--- src/rtl/hio_router_pkg.sv ---
package hio_router_pkg;

    typedef enum logic [1:0] {
        TGT_LOCAL  = 2'd0,
        TGT_BRCFG  = 2'd1,
        TGT_PCICFG = 2'd2,
        TGT_PCIIO  = 2'd3
    } tgt_e;

    typedef enum logic [2:0] {
        LR_ENABLE = 3'd0,
        LR_CADDR  = 3'd1,
        LR_TURBO  = 3'd2,
        LR_FWD    = 3'd3,
        LR_MECH   = 3'd4,
        LR_CDATA  = 3'd5,
        LR_NONE   = 3'd7
    } lreg_e;

    localparam int unsigned LOC_N   = 6;
    localparam int unsigned TGT_N   = 4;
    localparam int unsigned LIDX_W  = 3;

    typedef struct packed {
        tgt_e  tgt;
        lreg_e lreg;
    } route_t;

    function automatic logic [TGT_N-1:0] tgt_onehot(input tgt_e t);
        logic [TGT_N-1:0] v;
        v = '0;
        v[t] = 1'b1;
        return v;
    endfunction

    function automatic lreg_e idx_to_lreg(input int unsigned i);
        lreg_e r;
        case (i)
            0:       r = LR_ENABLE;
            1:       r = LR_CADDR;
            2:       r = LR_TURBO;
            3:       r = LR_FWD;
            4:       r = LR_MECH;
            5:       r = LR_CDATA;
            default: r = LR_NONE;
        endcase
        return r;
    endfunction

endpackage

--- src/rtl/hio_local_match.sv ---
module hio_local_match
    import hio_router_pkg::*;
#(
    parameter int unsigned ADDR_W = 16,
    parameter logic [LOC_N-1:0][ADDR_W-1:0] LOC_TABLE = '0
) (
    input  logic [ADDR_W-1:0] addr,
    output logic              hit,
    output lreg_e             idx
);

    logic [LOC_N-1:0] hit_vec;

    genvar g;
    generate
        for (g = 0; g < LOC_N; g++) begin : g_cmp
            assign hit_vec[g] = (addr == LOC_TABLE[g]);
        end
    endgenerate

    always_comb begin
        idx = LR_NONE;
        for (int i = LOC_N - 1; i >= 0; i--) begin
            if (hit_vec[i]) begin
                idx = idx_to_lreg(i);
            end
        end
    end

    assign hit = |hit_vec;

endmodule

--- src/rtl/hio_range_decode.sv ---
module hio_range_decode
    import hio_router_pkg::*;
#(
    parameter int unsigned ADDR_W = 16,
    parameter logic [ADDR_W-1:0] WIN_BASE = 16'hC000,
    parameter logic [ADDR_W-1:0] BRG_LAST = 16'hC0FF,
    parameter logic [ADDR_W-1:0] WIN_LAST = 16'hCFFF
) (
    input  logic [ADDR_W-1:0] addr,
    input  logic              cfg_en,
    input  logic              loc_hit,
    input  lreg_e             loc_idx,
    output route_t            route
);

    logic in_brg;
    logic in_cfg;

    assign in_brg = (addr >= WIN_BASE) && (addr <= BRG_LAST);
    assign in_cfg = (addr >  BRG_LAST) && (addr <= WIN_LAST);

    always_comb begin
        route.lreg = LR_NONE;
        if (loc_hit) begin
            route.tgt  = TGT_LOCAL;
            route.lreg = loc_idx;
        end else if (cfg_en && in_brg) begin
            route.tgt = TGT_BRCFG;
        end else if (cfg_en && in_cfg) begin
            route.tgt = TGT_PCICFG;
        end else begin
            route.tgt = TGT_PCIIO;
        end
    end

endmodule

--- src/rtl/hio_ctl_regs.sv ---
module hio_ctl_regs #(
    parameter int unsigned BUS_W = 8
) (
    input  logic             clk,
    input  logic             rst,
    input  logic             io_valid,
    input  logic             io_write,
    input  logic             hit_ena,
    input  logic             hit_fwd,
    input  logic [BUS_W-1:0] wdata,
    output logic             cfg_en,
    output logic [BUS_W-1:0] fwd_bus
);

    logic wr_ena;
    logic wr_fwd;

    assign wr_ena = io_valid && io_write && hit_ena;
    assign wr_fwd = io_valid && io_write && hit_fwd;

    always_ff @(posedge clk) begin
        if (rst) begin
            cfg_en  <= 1'b0;
            fwd_bus <= '0;
        end else begin
            if (wr_ena) cfg_en  <= wdata[0];
            if (wr_fwd) fwd_bus <= wdata;
        end
    end

    // registers come out of reset cleared
    a_r1_reset_clear: assert property (@(posedge clk)
        $past(rst) && !rst |-> (cfg_en == 1'b0) && (fwd_bus == '0));

    // a read cycle never alters either register
    a_r9_read_keeps: assert property (@(posedge clk) disable iff (rst)
        io_valid && !io_write |=> $stable(cfg_en) && $stable(fwd_bus));

    // a write to the forward location lands on the next clock
    a_r9_fwd_load: assert property (@(posedge clk) disable iff (rst)
        io_valid && io_write && hit_fwd |=> fwd_bus == $past(wdata));

endmodule

--- src/rtl/hio_cfg_xlate.sv ---
module hio_cfg_xlate #(
    parameter int unsigned ADDR_W  = 16,
    parameter int unsigned BUS_W   = 8,
    parameter int unsigned DEV_W   = 4,
    parameter int unsigned OFF_W   = 8,
    parameter int unsigned DEV_LSB = OFF_W
) (
    input  logic [ADDR_W-1:0] addr,
    input  logic [BUS_W-1:0]  fwd_bus,
    output logic [BUS_W-1:0]  bus,
    output logic [DEV_W-1:0]  dev,
    output logic [OFF_W-1:0]  off
);

    assign bus = fwd_bus;
    assign dev = addr[DEV_LSB + DEV_W - 1 : DEV_LSB];
    assign off = addr[OFF_W-1:0];

endmodule

--- src/rtl/hio_router.sv ---
module hio_router
    import hio_router_pkg::*;
#(
    parameter int unsigned ADDR_W = 16,
    parameter int unsigned BUS_W  = 8,
    parameter int unsigned DEV_W  = 4,
    parameter int unsigned OFF_W  = 8,
    parameter logic [ADDR_W-1:0] WIN_BASE = 16'hC000,
    parameter logic [ADDR_W-1:0] BRG_LAST = 16'hC0FF,
    parameter logic [ADDR_W-1:0] WIN_LAST = 16'hCFFF,
    parameter logic [ADDR_W-1:0] LOC_ENA   = 16'h0CF8,
    parameter logic [ADDR_W-1:0] LOC_CADDR = 16'h0CF0,
    parameter logic [ADDR_W-1:0] LOC_TURBO = 16'h0CF9,
    parameter logic [ADDR_W-1:0] LOC_FWD   = 16'h0CFA,
    parameter logic [ADDR_W-1:0] LOC_MECH  = 16'h0CFB,
    parameter logic [ADDR_W-1:0] LOC_CDATA = 16'h0CFC
) (
    input  logic              clk,
    input  logic              rst,
    input  logic              io_valid,
    input  logic              io_write,
    input  logic [ADDR_W-1:0] io_addr,
    input  logic [BUS_W-1:0]  io_wdata,
    output logic [TGT_N-1:0]  sel_o,
    output logic [LIDX_W-1:0] loc_idx_o,
    output logic [BUS_W-1:0]  cfg_bus_o,
    output logic [DEV_W-1:0]  cfg_dev_o,
    output logic [OFF_W-1:0]  cfg_reg_o,
    output logic [ADDR_W-1:0] pci_io_addr_o
);

    localparam logic [LOC_N-1:0][ADDR_W-1:0] LOC_TABLE =
        {LOC_CDATA, LOC_MECH, LOC_FWD, LOC_TURBO, LOC_CADDR, LOC_ENA};

    logic             loc_hit;
    lreg_e            loc_idx;
    logic             cfg_en;
    logic [BUS_W-1:0] fwd_bus;
    route_t           route;
    logic [BUS_W-1:0] x_bus;
    logic [DEV_W-1:0] x_dev;
    logic [OFF_W-1:0] x_off;

    hio_local_match #(
        .ADDR_W    (ADDR_W),
        .LOC_TABLE (LOC_TABLE)
    ) u_match (
        .addr (io_addr),
        .hit  (loc_hit),
        .idx  (loc_idx)
    );

    hio_ctl_regs #(
        .BUS_W (BUS_W)
    ) u_regs (
        .clk      (clk),
        .rst      (rst),
        .io_valid (io_valid),
        .io_write (io_write),
        .hit_ena  (loc_hit && (loc_idx == LR_ENABLE)),
        .hit_fwd  (loc_hit && (loc_idx == LR_FWD)),
        .wdata    (io_wdata),
        .cfg_en   (cfg_en),
        .fwd_bus  (fwd_bus)
    );

    hio_range_decode #(
        .ADDR_W   (ADDR_W),
        .WIN_BASE (WIN_BASE),
        .BRG_LAST (BRG_LAST),
        .WIN_LAST (WIN_LAST)
    ) u_dec (
        .addr    (io_addr),
        .cfg_en  (cfg_en),
        .loc_hit (loc_hit),
        .loc_idx (loc_idx),
        .route   (route)
    );

    hio_cfg_xlate #(
        .ADDR_W  (ADDR_W),
        .BUS_W   (BUS_W),
        .DEV_W   (DEV_W),
        .OFF_W   (OFF_W),
        .DEV_LSB (OFF_W)
    ) u_xlate (
        .addr    (io_addr),
        .fwd_bus (fwd_bus),
        .bus     (x_bus),
        .dev     (x_dev),
        .off     (x_off)
    );

    always_ff @(posedge clk) begin
        if (rst) begin
            sel_o         <= '0;
            loc_idx_o     <= LR_NONE;
            cfg_bus_o     <= '0;
            cfg_dev_o     <= '0;
            cfg_reg_o     <= '0;
            pci_io_addr_o <= '0;
        end else begin
            sel_o <= io_valid ? tgt_onehot(route.tgt) : '0;
            if (io_valid) begin
                loc_idx_o     <= route.lreg;
                cfg_bus_o     <= x_bus;
                cfg_dev_o     <= x_dev;
                cfg_reg_o     <= x_off;
                pci_io_addr_o <= io_addr;
            end
        end
    end

    // exactly one target after an accepted cycle, none after an idle one
    a_r2_onehot: assert property (@(posedge clk) disable iff (rst)
        $past(io_valid) && !$past(rst) |-> $countones(sel_o) == 1);
    a_r2_idle: assert property (@(posedge clk) disable iff (rst)
        !$past(io_valid) |-> sel_o == '0);

    // enable location is claimed locally whatever the window state
    a_r3_local_ena: assert property (@(posedge clk) disable iff (rst)
        $past(io_valid) && !$past(rst) && ($past(io_addr) == LOC_ENA)
        |-> sel_o[0] && (loc_idx_o == LR_ENABLE));

    // enabled window above the bridge range goes to PCI configuration
    a_r4_cfg_route: assert property (@(posedge clk) disable iff (rst)
        $past(io_valid && cfg_en && !loc_hit && (io_addr > BRG_LAST) && (io_addr <= WIN_LAST))
        && !$past(rst) |-> sel_o[2]);

    // disabled window is plain PCI I/O
    a_r6_io_route: assert property (@(posedge clk) disable iff (rst)
        $past(io_valid && !cfg_en && !loc_hit && (io_addr >= WIN_BASE) && (io_addr <= WIN_LAST))
        && !$past(rst) |-> sel_o[3]);

    // the pass-through address is the CPU address unchanged
    a_r7_passthru: assert property (@(posedge clk) disable iff (rst)
        $past(io_valid) && !$past(rst) |-> pci_io_addr_o == $past(io_addr));

endmodule

--- config.mk ---
export PLATFORM = sky130hd
export DESIGN_NAME = hio_router
export DESIGN_NICKNAME = d
export VERILOG_FILES = /design/src/rtl/hio_router_pkg.sv /design/src/rtl/hio_local_match.sv /design/src/rtl/hio_range_decode.sv /design/src/rtl/hio_ctl_regs.sv /design/src/rtl/hio_cfg_xlate.sv /design/src/rtl/hio_router.sv
export SDC_FILE = /design/constraint.sdc
export NUM_CORES = 1
export LEC_CHECK = 0
export BUFFER_PORTS_ARGS = -buffer_cell sky130_fd_sc_hd__buf_2
export CAP_MARGIN = 20
export CORE_UTILIZATION = 49
export DETAILED_ROUTE_END_ITERATION = 10
export GPL_ROUTABILITY_DRIVEN = 0
export GPL_TIMING_DRIVEN = 0
export PLACE_DENSITY = 0.88
export SLEW_MARGIN = 25
export SYNTH_ARGS = -nofsm -noshare
export SYNTH_HDL_FRONTEND = slang
export SYNTH_SLANG_ARGS = --single-unit
export TNS_END_PERCENT = 10
--- constraint.sdc ---
create_clock -name clk -period 2.3 [get_ports clk]
set_input_delay 0.115 -clock clk [delete_from_list [all_inputs] [get_ports clk]]
set_output_delay 0.115 -clock clk [all_outputs]
set_load 0.05 [all_outputs]
==> results.ini <==
[clocking]
cts_tree = built
htreeDepth = 2
clockBufferDepth = 2
clk_latency_ns = 0.33
clk_pin_slew_ns = 0.10
cts-resized-gates = 0
post-cts-setup-buffers = 0
cts_sinks = 40
cts_root_buf = clkbuf_4
cts_hold_buf = 0
cts_buffers = 5

[final_layout]
nFillCells = 286
final_util = 0.652
regArea_um2 = 801
n_antenna_cell = 0
areaGrowthSynthToFinish_pct = 26.4
drive_gt1_frac = 0.453
layout.nets = 272
layout.cells.non_filler = 291
multiInputGateArea_um2 = 797

[critical_path]
crit_arrival_ns = 1.58
r2r_start = u_regs.fwd_bus[5]
cp-start-kind = input pin
worstSetupEndpointType = flip-flop
critPathRequiredTime_ns = 2.57
cp_max_fo = 8
cp-startpoint = io_addr[12]
cp_slowest_cell = or4_4
cp_slowest_stage_delay_ns = 0.54
path_delay_family = simple AND/OR/NAND/NOR gates
path_class = in -> reg
cp_cell_sequence = buf_2 -> or4_4 -> nor3_4 -> and3_1 -> buf_6 -> mux2i_1
crit_buf_inv = 2

[job]
maxCapViolations = 0

[floorplan]
die_height_um = 61.7
floorplan.initialDensity = 0.516
rows = 21
dieArea_um2 = 3810
die_x_um = 61.7
core_um2 = 3390
boundaryPins = 71

[outcome]
status = finished clean

[drt]
wire_per_inst_um = 11.5
first_iter_violations = 43
ant_nets = 0
drcViolationCount = 0
firstDrtPassIters = 4
routed_via_density = 4.79
vias = 1394
wl_um = 3350

[synth]
syn_avg_cell_area_um2 = 10.4
ys.flop_type = dfxtp_1
synth_nets = 196
netlist_area_um2 = 1750
synth.distinct_cells = 33
yosysWarnings = 0
yosysTopAreaCellShare = 0.458
yosysTopAreaCell = dfxtp_1
synth-edff-count = 0
synth_seq_cells = 40
synth_common_cells = dfxtp_1 (40), mux2i_1 (33), nor2_1 (28)
synth.area.top_cells = dfxtp_1 (46%), mux2i_1 (19%), or2b_2 (6.5%)
synth_most_common_cell = dfxtp_1
ys_seq_area_frac = 0.458
syn_inst = 168
synth-async-reset-ratio = 0

[sta]
period_share = 0.571
fin_skew_ns = 0.00277
layout_setup_ws_ns = 0.986
maxSlewHeadroom = 0.526
tightest_slew_ns = 0.711
hold_viol_final = 0
slew_violations = 0
rsz0062_at_grt = false
tns_ns = 0
setup_violations = 0
fmax_mhz = 761
fin_crit_ns = 1.31

[global_route]
grt_pass1_wl_um = 5070
grt_overflow = 0
grt_usage = 0.187
grt_pass1_vias = 1166
grt_start_max_net_pins = 12
antenna_found_initial = 0

[hold_path]
hp-start = io_addr[5]
hp-class = in -> reg

[placement]
dp.cells = 283
pre_cts_slack_ns = 0.640
io_buffer_count = 69
dp_hpwl_um = 2530

[power_and_ir_drop]
p_per_area_nw_per_um2 = 604
vdd_drop_max_mv = 0.288
leakage_nw = 1.11

where the power goes:
part	internal (W)	switching (W)
Sequential	0.000710	0.0000105
Clock	0.000151	0.000203
Combinational	0.0000879	0.000173
Total	0.000949	0.000387
cells in the final DEF, fill, tap and decap left out, types with 2 or more instances in the layout:
| master | n |
|---|---|
| buf_2 | 71 |
| dfxtp_1 | 40 |
| mux2i_1 | 33 |
| nor2_1 | 28 |
| buf_4 | 13 |
| or2b_2 | 13 |
| clkbuf_1 | 5 |
| clkbuf_4 | 5 |
| nand2b_1 | 4 |
| nand4b_1 | 3 |
| nor3_1 | 3 |
| clkbuf_8 | 2 |
| or2b_1 | 2 |
| and3_1 | 2 |
| nor2b_1 | 2 |
kinds of logic after synthesis:
group,share of synthesized area
AOI/OAI and AO/OA,0.0200
adders and majority gates,0.00572
buffers and inverters,0.0865
DFF,0.458
muxes,0.189
and+or+nand+nor,0.241
final cells by class:
cell class / instances / area share
Inverter: 1 / 0.00170
Sequential cell: 40 / 0.362
Tap cell: 46 / 0.0260
Timing Repair Buffer: 69 / 0.156
Multi-Input combinational cell: 106 / 0.360
Buffer: 21 / 0.0668
Clock buffer: 8 / 0.0266
metrics by stage:
stage / hold WS (ns) / power, W / instance area, um2
detailed placement: 0.389 / 0.000999 / 2150
finish: 0.0373 / 0.00134 / 2210
global placement: 0.374 / 0.000995 / 2150
CTS: 0.0285 / 0.00135 / 2210
floorplan: 0.262 / 0.000926 / 1750
global route: 0.0205 / 0.00140 / 2210
worst paths after layout:
path / to / slack, ns / depth (start not counted)
max: u_regs.fwd_bus[4] / 0.99 / 6
max reg2reg: u_regs.fwd_bus[5] / 1.48 / 2
min reg2reg: u_regs.cfg_en / 0.49 / 2
min: cfg_reg_o[5] / 0.04 / 3
sequential cells by signal (all words and copies together) (netlist names):
| register | flops |
|---|---|
| loc_idx_o | 3 |
| u_regs.cfg_en | 1 |
| cfg_dev_o | 3 |
| sel_o | 4 |
| u_regs.fwd_bus | 8 |
| pci_io_addr_o | 6 |
| cfg_reg_o | 7 |
| cfg_bus_o | 8 |
per-layer routing:
layer / vias up / track usage / share of wire
li1: 712 / - / -
met1: 627 / 0.240 / 0.48
met2: 51 / 0.284 / 0.45
met5: - / 0 / 0
met3: 4 / 0.0642 / 0.052
met4: 0 / 0.0857 / 0.014
worst min-delay path, cell delays in order:
cell and delay, ns:
buf_2 0.10, mux2i_1 0.06, nor2_1 0.07
Note: power is estimated with default switching activity, not from simulation.
